===== config.mk =====
export PLATFORM = sky130hd
export DESIGN_NAME = bias_diff_cmp
export DESIGN_NICKNAME = d
export VERILOG_FILES = /design/src/rtl/bdc_pkg.sv /design/src/rtl/bdc_seg_select.sv /design/src/rtl/bdc_slope_mult.sv /design/src/rtl/bdc_decide.sv /design/src/rtl/bias_diff_cmp.sv
export SDC_FILE = /design/constraint.sdc
export NUM_CORES = 1
export LEC_CHECK = 0
export BUFFER_PORTS_ARGS = -buffer_cell sky130_fd_sc_hd__buf_2
export CORE_MARGIN = 2
export CORE_UTILIZATION = 45
export DETAILED_ROUTE_END_ITERATION = 10
export GPL_TIMING_DRIVEN = 0
export PLACE_DENSITY_LB_ADDON = 0.08
export SYNTH_ARGS = -nofsm -noshare
export SYNTH_HDL_FRONTEND = slang
export SYNTH_HIERARCHICAL = 1
export SYNTH_SLANG_ARGS = --single-unit

===== constraint.sdc =====
create_clock -name clk -period 6.1 [get_ports clk]
set_input_delay 1.22 -clock clk [delete_from_list [all_inputs] [get_ports clk]]
set_output_delay 1.22 -clock clk [all_outputs]
set_load 0.03 [all_outputs]

===== src/rtl/bdc_pkg.sv =====
package bdc_pkg;
  parameter int unsigned CUR_W   = 16;
  parameter int unsigned SLOPE_W = 8;
  parameter int unsigned N_LANES = 2;   // lane 0: below-knee part, lane 1: above-knee part
  parameter int unsigned LATENCY = 3;

  localparam int unsigned PROD_W = CUR_W + SLOPE_W;
  localparam int unsigned THR_W  = PROD_W + 2;
endpackage


===== src/rtl/bdc_seg_select.sv =====
module bdc_seg_select
  import bdc_pkg::*;
#(
  parameter int unsigned CW = CUR_W,
  parameter int unsigned SW = SLOPE_W
) (
  input  logic                     clk,
  input  logic                     rst_n,
  input  logic                     in_valid,
  input  logic [CW-1:0]            diff_i,
  input  logic [CW-1:0]            bias_i,
  input  logic [CW-1:0]            pickup_i,
  input  logic [CW-1:0]            knee_i,
  input  logic [SW-1:0]            slope_lo_i,
  input  logic [SW-1:0]            slope_hi_i,
  input  logic [CW-1:0]            hs_level_i,
  input  logic                     inrush_en_i,
  output logic                     v_q,
  output logic [CW-1:0]            diff_q,
  output logic [CW-1:0]            pickup_q,
  output logic [N_LANES-1:0][CW-1:0] opnd_q,
  output logic [N_LANES-1:0][SW-1:0] slope_q,
  output logic                     hs_hit_q
);
  logic                      above_knee;
  logic [N_LANES-1:0][CW-1:0] opnd_d;
  logic [N_LANES-1:0][SW-1:0] slope_d;
  logic                      hs_hit_d;

  // Split bias into a part under the knee and a part above it.
  always_comb begin
    above_knee = bias_i > knee_i;
    if (above_knee) begin
      opnd_d[0] = knee_i;
      opnd_d[1] = bias_i - knee_i;
    end else begin
      opnd_d[0] = bias_i;
      opnd_d[1] = '0;
    end
    slope_d[0] = slope_lo_i;
    slope_d[1] = slope_hi_i;
    hs_hit_d   = inrush_en_i && (diff_i > hs_level_i);
  end

  always_ff @(posedge clk or negedge rst_n) begin
    if (!rst_n) begin
      v_q <= 1'b0;
    end else begin
      v_q <= in_valid;
    end
  end

  always_ff @(posedge clk or negedge rst_n) begin
    if (!rst_n) begin
      diff_q   <= '0;
      pickup_q <= '0;
      opnd_q   <= '0;
      slope_q  <= '0;
      hs_hit_q <= 1'b0;
    end else if (in_valid) begin
      diff_q   <= diff_i;
      pickup_q <= pickup_i;
      opnd_q   <= opnd_d;
      slope_q  <= slope_d;
      hs_hit_q <= hs_hit_d;
    end
  end

  // The two bias parts always add back to the captured bias.
  AST_BIAS_SPLIT: assert property (@(posedge clk) disable iff (!rst_n)
    v_q |-> ({1'b0, opnd_q[0]} + {1'b0, opnd_q[1]}) == {1'b0, $past(bias_i)});
  // At or below the knee nothing goes to the steep lane.
  AST_KNEE_LOW_SEG: assert property (@(posedge clk) disable iff (!rst_n)
    (v_q && ($past(bias_i) <= $past(knee_i))) |-> (opnd_q[1] == '0));
endmodule


===== src/rtl/bdc_slope_mult.sv =====
module bdc_slope_mult
  import bdc_pkg::*;
#(
  parameter int unsigned CW = CUR_W,
  parameter int unsigned SW = SLOPE_W,
  localparam int unsigned PW = CW + SW
) (
  input  logic                       clk,
  input  logic                       rst_n,
  input  logic                       v_i,
  input  logic [CW-1:0]              diff_i,
  input  logic [CW-1:0]              pickup_i,
  input  logic [N_LANES-1:0][CW-1:0] opnd_i,
  input  logic [N_LANES-1:0][SW-1:0] slope_i,
  input  logic                       hs_hit_i,
  output logic                       v_q,
  output logic [CW-1:0]              diff_q,
  output logic [CW-1:0]              pickup_q,
  output logic [N_LANES-1:0][PW-1:0] prod_q,
  output logic                       hs_hit_q
);
  logic [N_LANES-1:0][PW-1:0] prod_d;

  for (genvar g = 0; g < N_LANES; g++) begin : g_lane
    always_comb begin
      prod_d[g] = PW'(opnd_i[g]) * PW'(slope_i[g]);
    end

    always_ff @(posedge clk or negedge rst_n) begin
      if (!rst_n) begin
        prod_q[g] <= '0;
      end else if (v_i) begin
        prod_q[g] <= prod_d[g];
      end
    end

    // A zero slope or zero operand must give a zero product (full-width multiply).
    AST_ZERO_PRODUCT: assert property (@(posedge clk) disable iff (!rst_n)
      (v_q && (($past(opnd_i[g]) == '0) || ($past(slope_i[g]) == '0))) |-> (prod_q[g] == '0));
  end

  always_ff @(posedge clk or negedge rst_n) begin
    if (!rst_n) begin
      v_q <= 1'b0;
    end else begin
      v_q <= v_i;
    end
  end

  always_ff @(posedge clk or negedge rst_n) begin
    if (!rst_n) begin
      diff_q   <= '0;
      pickup_q <= '0;
      hs_hit_q <= 1'b0;
    end else if (v_i) begin
      diff_q   <= diff_i;
      pickup_q <= pickup_i;
      hs_hit_q <= hs_hit_i;
    end
  end
endmodule


===== src/rtl/bdc_decide.sv =====
module bdc_decide
  import bdc_pkg::*;
#(
  parameter int unsigned CW = CUR_W,
  parameter int unsigned SW = SLOPE_W,
  localparam int unsigned PW = CW + SW,
  localparam int unsigned TW = PW + 2
) (
  input  logic                       clk,
  input  logic                       rst_n,
  input  logic                       v_i,
  input  logic [CW-1:0]              diff_i,
  input  logic [CW-1:0]              pickup_i,
  input  logic [N_LANES-1:0][PW-1:0] prod_i,
  input  logic                       hs_hit_i,
  output logic                       v_q,
  output logic                       start_q,
  output logic                       hs_q
);
  logic [TW-1:0] thr;
  logic [TW-1:0] diff_scaled;
  logic          start_d;
  logic          hs_d;

  always_comb begin
    thr = TW'({pickup_i, {SW{1'b0}}});
    for (int i = 0; i < N_LANES; i++) begin
      thr = thr + TW'(prod_i[i]);
    end
    diff_scaled = TW'({diff_i, {SW{1'b0}}});
    start_d     = v_i && (diff_scaled > thr);
    hs_d        = v_i && hs_hit_i;
  end

  always_ff @(posedge clk or negedge rst_n) begin
    if (!rst_n) begin
      v_q     <= 1'b0;
      start_q <= 1'b0;
      hs_q    <= 1'b0;
    end else begin
      v_q     <= v_i;
      start_q <= start_d;
      hs_q    <= hs_d;
    end
  end

  AST_FLAGS_QUALIFIED: assert property (@(posedge clk) disable iff (!rst_n)
    !v_q |-> (!start_q && !hs_q));
  AST_NO_START_AT_PICKUP: assert property (@(posedge clk) disable iff (!rst_n)
    start_q |-> ($past(diff_i) > $past(pickup_i)));
endmodule


===== src/rtl/bias_diff_cmp.sv =====
module bias_diff_cmp
  import bdc_pkg::*;
#(
  parameter int unsigned CW = CUR_W,
  parameter int unsigned SW = SLOPE_W,
  localparam int unsigned PW = CW + SW
) (
  input  logic          clk,
  input  logic          rst_n,
  input  logic          in_valid,
  input  logic [CW-1:0] diff_mag,
  input  logic [CW-1:0] bias_mag,
  input  logic [CW-1:0] set_pickup,
  input  logic [CW-1:0] set_knee,
  input  logic [SW-1:0] set_slope_lo,
  input  logic [SW-1:0] set_slope_hi,
  input  logic [CW-1:0] set_hs_level,
  input  logic          inrush_en,
  output logic          out_valid,
  output logic          start_flag,
  output logic          hs_flag
);
  // Reset synchronizer: assert asynchronously, release on the clock.
  logic [1:0] rst_pipe;
  logic       rst_n_s;

  always_ff @(posedge clk or negedge rst_n) begin
    if (!rst_n) begin
      rst_pipe <= 2'b00;
    end else begin
      rst_pipe <= {rst_pipe[0], 1'b1};
    end
  end
  assign rst_n_s = rst_pipe[1];

  logic                       s1_v, s1_hs;
  logic [CW-1:0]              s1_diff, s1_pickup;
  logic [N_LANES-1:0][CW-1:0] s1_opnd;
  logic [N_LANES-1:0][SW-1:0] s1_slope;

  logic                       s2_v, s2_hs;
  logic [CW-1:0]              s2_diff, s2_pickup;
  logic [N_LANES-1:0][PW-1:0] s2_prod;

  bdc_seg_select #(.CW(CW), .SW(SW)) u_seg (
    .clk         (clk),
    .rst_n       (rst_n_s),
    .in_valid    (in_valid),
    .diff_i      (diff_mag),
    .bias_i      (bias_mag),
    .pickup_i    (set_pickup),
    .knee_i      (set_knee),
    .slope_lo_i  (set_slope_lo),
    .slope_hi_i  (set_slope_hi),
    .hs_level_i  (set_hs_level),
    .inrush_en_i (inrush_en),
    .v_q         (s1_v),
    .diff_q      (s1_diff),
    .pickup_q    (s1_pickup),
    .opnd_q      (s1_opnd),
    .slope_q     (s1_slope),
    .hs_hit_q    (s1_hs)
  );

  bdc_slope_mult #(.CW(CW), .SW(SW)) u_mult (
    .clk      (clk),
    .rst_n    (rst_n_s),
    .v_i      (s1_v),
    .diff_i   (s1_diff),
    .pickup_i (s1_pickup),
    .opnd_i   (s1_opnd),
    .slope_i  (s1_slope),
    .hs_hit_i (s1_hs),
    .v_q      (s2_v),
    .diff_q   (s2_diff),
    .pickup_q (s2_pickup),
    .prod_q   (s2_prod),
    .hs_hit_q (s2_hs)
  );

  bdc_decide #(.CW(CW), .SW(SW)) u_dec (
    .clk      (clk),
    .rst_n    (rst_n_s),
    .v_i      (s2_v),
    .diff_i   (s2_diff),
    .pickup_i (s2_pickup),
    .prod_i   (s2_prod),
    .hs_hit_i (s2_hs),
    .v_q      (out_valid),
    .start_q  (start_flag),
    .hs_q     (hs_flag)
  );

  // Cycles since reset release, saturating; keeps $past checks inside history.
  logic [1:0] age_q;
  always_ff @(posedge clk or negedge rst_n_s) begin
    if (!rst_n_s) begin
      age_q <= 2'd0;
    end else if (age_q != 2'd3) begin
      age_q <= age_q + 2'd1;
    end
  end

  AST_FIXED_LATENCY: assert property (@(posedge clk) disable iff (!rst_n_s)
    (age_q == 2'd3) |-> (out_valid == $past(in_valid, 3)));
  AST_HS_GATED: assert property (@(posedge clk) disable iff (!rst_n_s)
    ((age_q == 2'd3) && !$past(inrush_en, 3)) |-> !hs_flag);
  AST_HS_LEVEL: assert property (@(posedge clk) disable iff (!rst_n_s)
    ((age_q == 2'd3) && hs_flag) |-> ($past(diff_mag, 3) > $past(set_hs_level, 3)));
  AST_RESET_QUIET: assert property (@(posedge clk)
    !rst_n_s |=> (!out_valid && !start_flag && !hs_flag));
endmodule


==> results of run 1 <==
==> layer usage <==
layer  wire (um)  GRT usage [%]  part of all wire, %
met1       23000           33.8                   48
met5           0              0                    0
met3        1530           3.17                  3.2
met2       22200           39.0                   47
met4         759           5.18                  1.6
==> flip-flops by register name (all words and copies together) (netlist names) <==
signal	count
u_mult/diff_q	16
u_seg/v_q	1
u_seg/opnd_q	32
u_dec/hs_q	1
u_mult/prod_q	48
rst_pipe	2
u_dec/v_q	1
u_mult/v_q	1
u_mult/pickup_q	16
u_seg/slope_q	16
u_seg/diff_q	16
u_mult/hs_hit_q	1
u_seg/pickup_q	16
u_dec/start_q	1
u_seg/hs_hit_q	1
==> power breakdown <==
| group | switching, mW | internal, mW | total [mW] |
|---|---|---|---|
| Clock | 0.501 | 0.584 | 1.09 |
| Combinational | 5.22 | 3.61 | 8.83 |
| Sequential | 0.327 | 1.39 | 1.72 |
==> synthesized netlist by cell type (8+ instances only) <==
library cell  instances  share of area (%)
o22ai_1               9               0.31
fa_1                186                 21
xnor2_1              21                1.0
a211o_1               8               0.39
a31oi_1              11               0.38
nand3_1              20               0.55
mux2_2               91                5.7
xor2_1               20               0.97
nor2_1               73                1.5
ha_1                167                 12
nand2_1             114                2.4
o21ai_1              18               0.50
o21a_1               18               0.75
a21oi_1             100                2.8
and2_1              213                7.4
nor3_1               24               0.66
mux2_1                9               0.56
clkbuf_1             32               0.66
nand4_1              24               0.83
dfrtp_1             169                 23
or3_1                 9               0.31
inv_1               273                5.7
mux2i_1              19                1.1
o21ai_0              46                1.3
nand2b_1             11               0.38
a211oi_1             14               0.58
a21o_1               25                1.0
o211ai_1             10               0.41
==> cell type report <==
type	count	area, um2
buffer	52	258
inverter	274	1030
sequential	169	4230
antenna	1	2.50
clock inverter	13	139
multi-input combinational	1371	12600
timing repair buffer	104	566
clock buffer	19	443
tap	525	657
fill	3800	19800
==> final timing paths <==
kind | start | end | cells after the start | slack [ps]
worst min-delay path | rst_pipe[0] | rst_pipe[1] | 0 | 360
worst min register to register | rst_pipe[0] | rst_pipe[1] | 0 | 360
worst max register to register | u_seg/slope_q[2] | u_mult/prod_q[19] | 17 | 790
worst max-delay path | u_seg/slope_q[2] | u_mult/prod_q[19] | 17 | 790
max in group asynchronous | rst_pipe[1] | u_seg/opnd_q[13] | 2 | 4580
min in group asynchronous | rst_pipe[1] | u_seg/slope_q[4] | 0 | 430
==> logic make-up after synthesis <==
logic type	count (synthesis)	share of synthesized area, %
other cells	1	0.0207
flops	169	23.4
mux	119	7.27
xor+xnor	41	1.98
buf+inv	326	7.11
fa+ha+maj	353	32.1
simple gates	525	15.6
compound gates	332	12.5
==> through the flow <==
stage	power [mW]	utilization [%]	setup slack [ps]	std cells	hold slack, ps
final	11.6	50.1	789	2528	358
after global routing	13.0	50.1	585	2527	386
after CTS	11.7	50.1	769	2527	363
after detailed placement	10.5	48.6	816	2495	339
after global placement	10.4	48.5	-1080	2493	337
after floorplan	8.29	-	1040	1866	331
==> worst reg2reg max path, delay by kind of cell (launching register included) <==
family,cells,cell delay (ps)
adder cells (fa/ha/maj),5,2260
buffers and inverters,5,760
AND/OR/NAND/NOR,4,650
flip-flops,1,580
AO/OA/AOI/OAI,1,470
multiplexers,1,280
XOR/XNOR,1,180
==> results.md, run 1 <==
* Final WL at 47.5 mm
* Yosys warns at 6
* Core area at 0.0397 mm2
* Buf/Inv on CP at 5
* CP Cell Sequence: clkbuf_1 > nand2_1 > fa_1 > fa_1 > inv_1 > fa_1 > inv_1 > fa_1 > inv_1 > ha_1 > buf_2 > and4_1 > nand2_1 > a2111oi_2 > nor2_1 > xnor2_1 > mux2_2
* Initial antenna violation count at 0
* Sequential share of the synthesized area at 23.4%
* Max Cap Violations at 0
* Syn Area/Cell at 9.70 um2
* Post-CTS setup buffer count at 0
* Starting Density at 45.6%
* PostCTS Resize Cnt at 0
* CP peak stage delay at 580 ps
* Crit-path most repeated cell: fa_1
* H-Tree Depth at 4
* Commonest non-fill, non-tap cell in the layout: inv_1
* Post-layout instance area at 0.0199 mm2
* Worst-path maximum fanout at 10
* GRT overflow at 0
* Die W at 205 um
* Vias at 13500
* Drt via density at 5.32
* Top Family by Delay on Critical Path: adder cells
* Clock transition at path regs at 80 ps
* CTS root buffer: clkbuf_16
* Commonest non-fill, non-tap cells in the layout: inv_1 (273), and2_1 (213), fa_1 (186)
* Post-route DRC at 0
* Detailed Routing Iterations Pass 1 at 7
* Dominant synthesized flop cell: dfrtp_1
* Setup-failing EPs final at 0
* Setup crit end kind: flip-flop
* Worst-Margin Slew at 1170 ps
* Critical path's slowest cell: dfrtp_1
* Worst-Skew Late Latency at 460 ps
* #FFs+latches synth at 169
* CTS sink cnt at 169
* Final hold vios at 0
* CTS Buffer Depth at 2
* P&R area growth vs syn at 10.0%
* Achievable Freq at 188 MHz
* Layout cells sized above 1 at 13.8%
* Net Count, Synth at 2319
* CTS tree: done
* Total GRT Usage at 23.9%
* Min-delay worst type: flip-flop to flip-flop
* Tcrit/Tclk final at 87.1%
* CP Data Arrival Time at 5630 ps
* Largest net degree at the start of global routing at 63
* Avg WL per Cell at 18.8 um
* CTS Buf Count at 17
* Site row count at 73
* Netlist cell types at 86
* Post-synth EDFFs at 0
* Final net count at 2442
* Slew HR at 21.8%
* PortBufs at 102
* Max Clock Skew at 17.5 ps
* Number of DRC markers in iteration 0 at 699
* Max Slew Vio Count at 0
* ANT nets after route at 0
* RSZ-0062 raised after global routing: no
* P_leak at 9.65 nW
* Worst Setup Start Kind: flip-flop
* Synthesized area at 0.0181 mm2
* Cell area power density at 584 mW/mm2
* Placer Congestion at 0.884
* Worst setup path class: flip-flop to flip-flop
* Maximum vdd drop at 0.447 mV
* Die height at 205 um
* Vias in the first global route at 13900
* Area of placed instances at 0.0193 mm2
* Gate Count Post-Synth at 1866
* Die area at 0.0418 mm2
* Crit path time final at 5310 ps
* Ys async rst share at 100%
* Critical path required time at 6420 ps
* Global-route wire length before repair at 76.7 mm
* HPWL Detailed at 38.6 mm
* Status: finished, final reports clean
* IO Pins at 103
* Setup TNS at 0 ps
* Post-CTS Hold Fix Bufs at 0
No activity file was read; power rests on OpenSTA's default activity.
==> inputs of run 2 (changes only) <==
- CORE_MARGIN: 2 -> 4
- PLACE_DENSITY: default -> 0.7
- PLACE_DENSITY_LB_ADDON: 0.08 -> default
==> run 2 against run 1 <==
Fmax up 1.8%. Combinational power up 0.5%. Critical path depth down 1. Hold slack worse by 47 ps. Count of clock-buffer cells in the layout up 1. First-iteration DRC count up 21%. Sequential share of layout area about the same. Clock power down 4%. Critical endpoint unchanged. Largest cell class unchanged. Largest power group unchanged.
==> results.md, run 2 (synthesis gave the netlist of run 1 again) <==
* Die height at 209 um (was 205 um)
* Worst r2r path cells at 16 (was 17)
* Starting Density at 45.6% (unchanged)
* CP peak stage delay at 560 ps (was 580 ps)
* Worst Hold Margin at 310 ps (was 358 ps)
* Global-route wire length before repair at 76.8 mm (was 76.7 mm)
* CP Cell Sequence: clkbuf_1 > and2_1 > fa_1 > fa_1 > fa_1 > inv_1 > fa_1 > inv_1 > ha_1 > buf_2 > and4_1 > nand2_1 > a2111oi_2 > nor2_1 > xnor2_1 > mux2_2 (was clkbuf_1 > nand2_1 > fa_1 > fa_1 > inv_1 > fa_1 > inv_1 > fa_1 > inv_1 > ha_1 > buf_2 > and4_1 > nand2_1 > a2111oi_2 > nor2_1 > xnor2_1 > mux2_2)
* Number of DRC markers in iteration 0 at 846 (was 699)
* Die W at 209 um (was 205 um)
* PostCTS Resize Cnt at 0 (unchanged)
* Crit-path most repeated cell: fa_1 (unchanged)
* IO Pins at 103 (unchanged)
* Final WL at 46.3 mm (was 47.5 mm)
* CTS Buffer Depth at 2 (unchanged)
* Critical path's slowest cell: dfrtp_1 (unchanged)
* Total GRT Usage at 21.8% (was 23.9%)
* Post-CTS setup buffer count at 0 (unchanged)
* CTS root buffer: clkbuf_16 (unchanged)
* Avg WL per Cell at 18.3 um (was 18.8 um)
* P&R area growth vs syn at 9.84% (was 10.0%)
* Tcrit/Tclk final at 85.5% (was 87.1%)
* Setup TNS at 0 ps (unchanged)
* HPWL Detailed at 37.6 mm (was 38.6 mm)
* Die area at 0.0435 mm2 (was 0.0418 mm2)
* DP Cell Count at 2495 (unchanged)
* Post-CTS Hold Fix Bufs at 0 (unchanged)
* R2R setup slack at 880 ps (was 790 ps)
* CTS Buf Count at 17 (unchanged)
* Setup crit end kind: flip-flop (unchanged)
* Area of placed instances at 0.0193 mm2 (unchanged)
* H-Tree Depth at 4 (unchanged)
* Status: finished, final reports clean (unchanged)
* Fillers at 3701 (was 3800)
* Max Cap Violations at 0 (unchanged)
* RSZ-0062 raised after global routing: no (unchanged)
* Finished Layout Cells at 2528 (unchanged)
* Vias in the first global route at 14400 (was 13900)
* Pre-CTS setup slack at 916 ps (was 816 ps)
* Placer Congestion at 0.921 (was 0.884)
* Crit path time final at 5220 ps (was 5310 ps)
* Post-layout instance area at 0.0199 mm2 (about the same)
* Fin worst setup slack at 883 ps (was 789 ps)
* Worst-Margin Slew at 995 ps (was 1170 ps)
* Commonest non-fill, non-tap cells in the layout: inv_1 (273), and2_1 (213), fa_1 (186) (unchanged)
* Worst r2r dst: u_mult/prod_q[19] (unchanged)
* P_leak at 9.65 nW (about the same)
* Achievable Freq at 192 MHz (was 188 MHz)
* Core area at 0.0397 mm2 (unchanged)
* Worst setup path class: flip-flop to flip-flop (unchanged)
* Initial antenna violation count at 0 (unchanged)
* Max reg flops at 48 (unchanged)
* Site row count at 73 (unchanged)
* Final net count at 2442 (unchanged)
* Max Slew Vio Count at 0 (unchanged)
* Cell area power density at 585 mW/mm2 (was 584 mW/mm2)
* Final hold vios at 0 (unchanged)
* Vias at 13700 (was 13500)
* CTS sink cnt at 169 (unchanged)
* R2R Path Start: u_seg/slope_q[6] (was u_seg/slope_q[2])
* Worst Setup Start Kind: flip-flop (unchanged)
* Post-route DRC at 0 (unchanged)
* Slew HR at 33.7% (was 21.8%)
* PortBufs at 102 (unchanged)
* Commonest non-fill, non-tap cell in the layout: inv_1 (unchanged)
* Setup-failing EPs final at 0 (unchanged)
* Critical path required time at 6420 ps (about the same)
* Worst-path maximum fanout at 10 (unchanged)
* Regs by FF count: u_mult/prod_q x48, u_seg/opnd_q x32 (unchanged)
* Detailed Routing Iterations Pass 1 at 5 (was 7)
* GRT overflow at 0 (unchanged)
* Drt via density at 5.43 (was 5.32)
* Worst-Skew Late Latency at 440 ps (was 460 ps)
* Clock transition at path regs at 70 ps (was 80 ps)
* Top reg by flops: u_mult/prod_q (unchanged)
* Max Clock Skew at 15.9 ps (was 17.5 ps)
* Largest net degree at the start of global routing at 69 (was 63)
* Maximum vdd drop at 0.431 mV (was 0.447 mV)
* Min-delay worst type: flip-flop to async pin (was flip-flop to flip-flop)
* ANT nets after route at 0 (unchanged)
* CTS tree: done (unchanged)
* CP Data Arrival Time at 5540 ps (was 5630 ps)
* Layout cells sized above 1 at 13.7% (was 13.8%)
run 2: changes by cell type in the layout (fill, tap and decap cells not counted), sizes merged:
| cell | before | now |
|---|---|---|
| inv | 277 | 281 |
| clkinvlp | 3 | 0 |
| bufinv | 1 | 0 |
| clkbuf | 53 | 54 |
| clkinv | 6 | 5 |
run 2: area by class of cell:
cell class / count / area (um2) / area share [%]
Antenna cell: 1 / 2.50 / 0.0126
Sequential cell: 169 / 4230 / 21.3
Clock inverter: 12 / 105 / 0.529
Buffer: 52 / 258 / 1.30
Inverter: 274 / 1030 / 5.17
Multi-Input combinational cell: 1371 / 12600 / 63.3
Timing Repair Buffer: 104 / 566 / 2.84
Clock buffer: 20 / 447 / 2.25
Tap cell: 525 / 657 / 3.30
run 2: how the worst max path moves through the flow:
stage                                start                end  slack [ps]  cells after the start
after floorplan                rst_pipe[1]         u_dec/hs_q        1040                      0
after global placement         rst_pipe[1]    u_seg/opnd_q[2]        -940                      0
after detailed placement  u_seg/slope_q[3]  u_mult/prod_q[19]         920                     17
after CTS                 u_seg/slope_q[3]  u_mult/prod_q[19]         870                     17
after global routing      u_seg/slope_q[2]  u_mult/prod_q[19]         510                     17
final                     u_seg/slope_q[6]  u_mult/prod_q[19]         880                     16
run 2: power breakdown:
part           leakage [nW]  internal (mW)  switching (mW)
clock                 0.276          0.547           0.502
sequential             2.02           1.39           0.306
combinational          7.35           3.63            5.24
total                  9.65           5.57            6.05
run 2: stage by stage:
stage                     power [mW]  utilization [%]
after floorplan                 8.29                -
after global placement          10.2             48.5
after detailed placement        10.5             48.6
after CTS                       11.6             50.0
after global routing            12.9             50.0
final                           11.6             50.0
run 2: critical path: cells and delay by family (launching register included):
| kind | cells | cell delay [ps] |
|---|---|---|
| flip-flops | 1 | 560 |
| AO/OA/AOI/OAI | 1 | 440 |
| AND/OR/NAND/NOR | 4 | 740 |
| buffers and inverters | 4 | 770 |
| adder cells (fa/ha/maj) | 5 | 2140 |
| multiplexers | 1 | 280 |
| XOR/XNOR | 1 | 190 |
run 2: routing by layer:
layer | share of wire, % | GRT usage [%] | vias up
li1 | - | - | 6492
met1 | 45 | 30.0 | 6820
met2 | 47 | 35.4 | 350
met3 | 5.3 | 4.15 | 56
met4 | 2.4 | 5.96 | 0
met5 | 0 | 0 | -
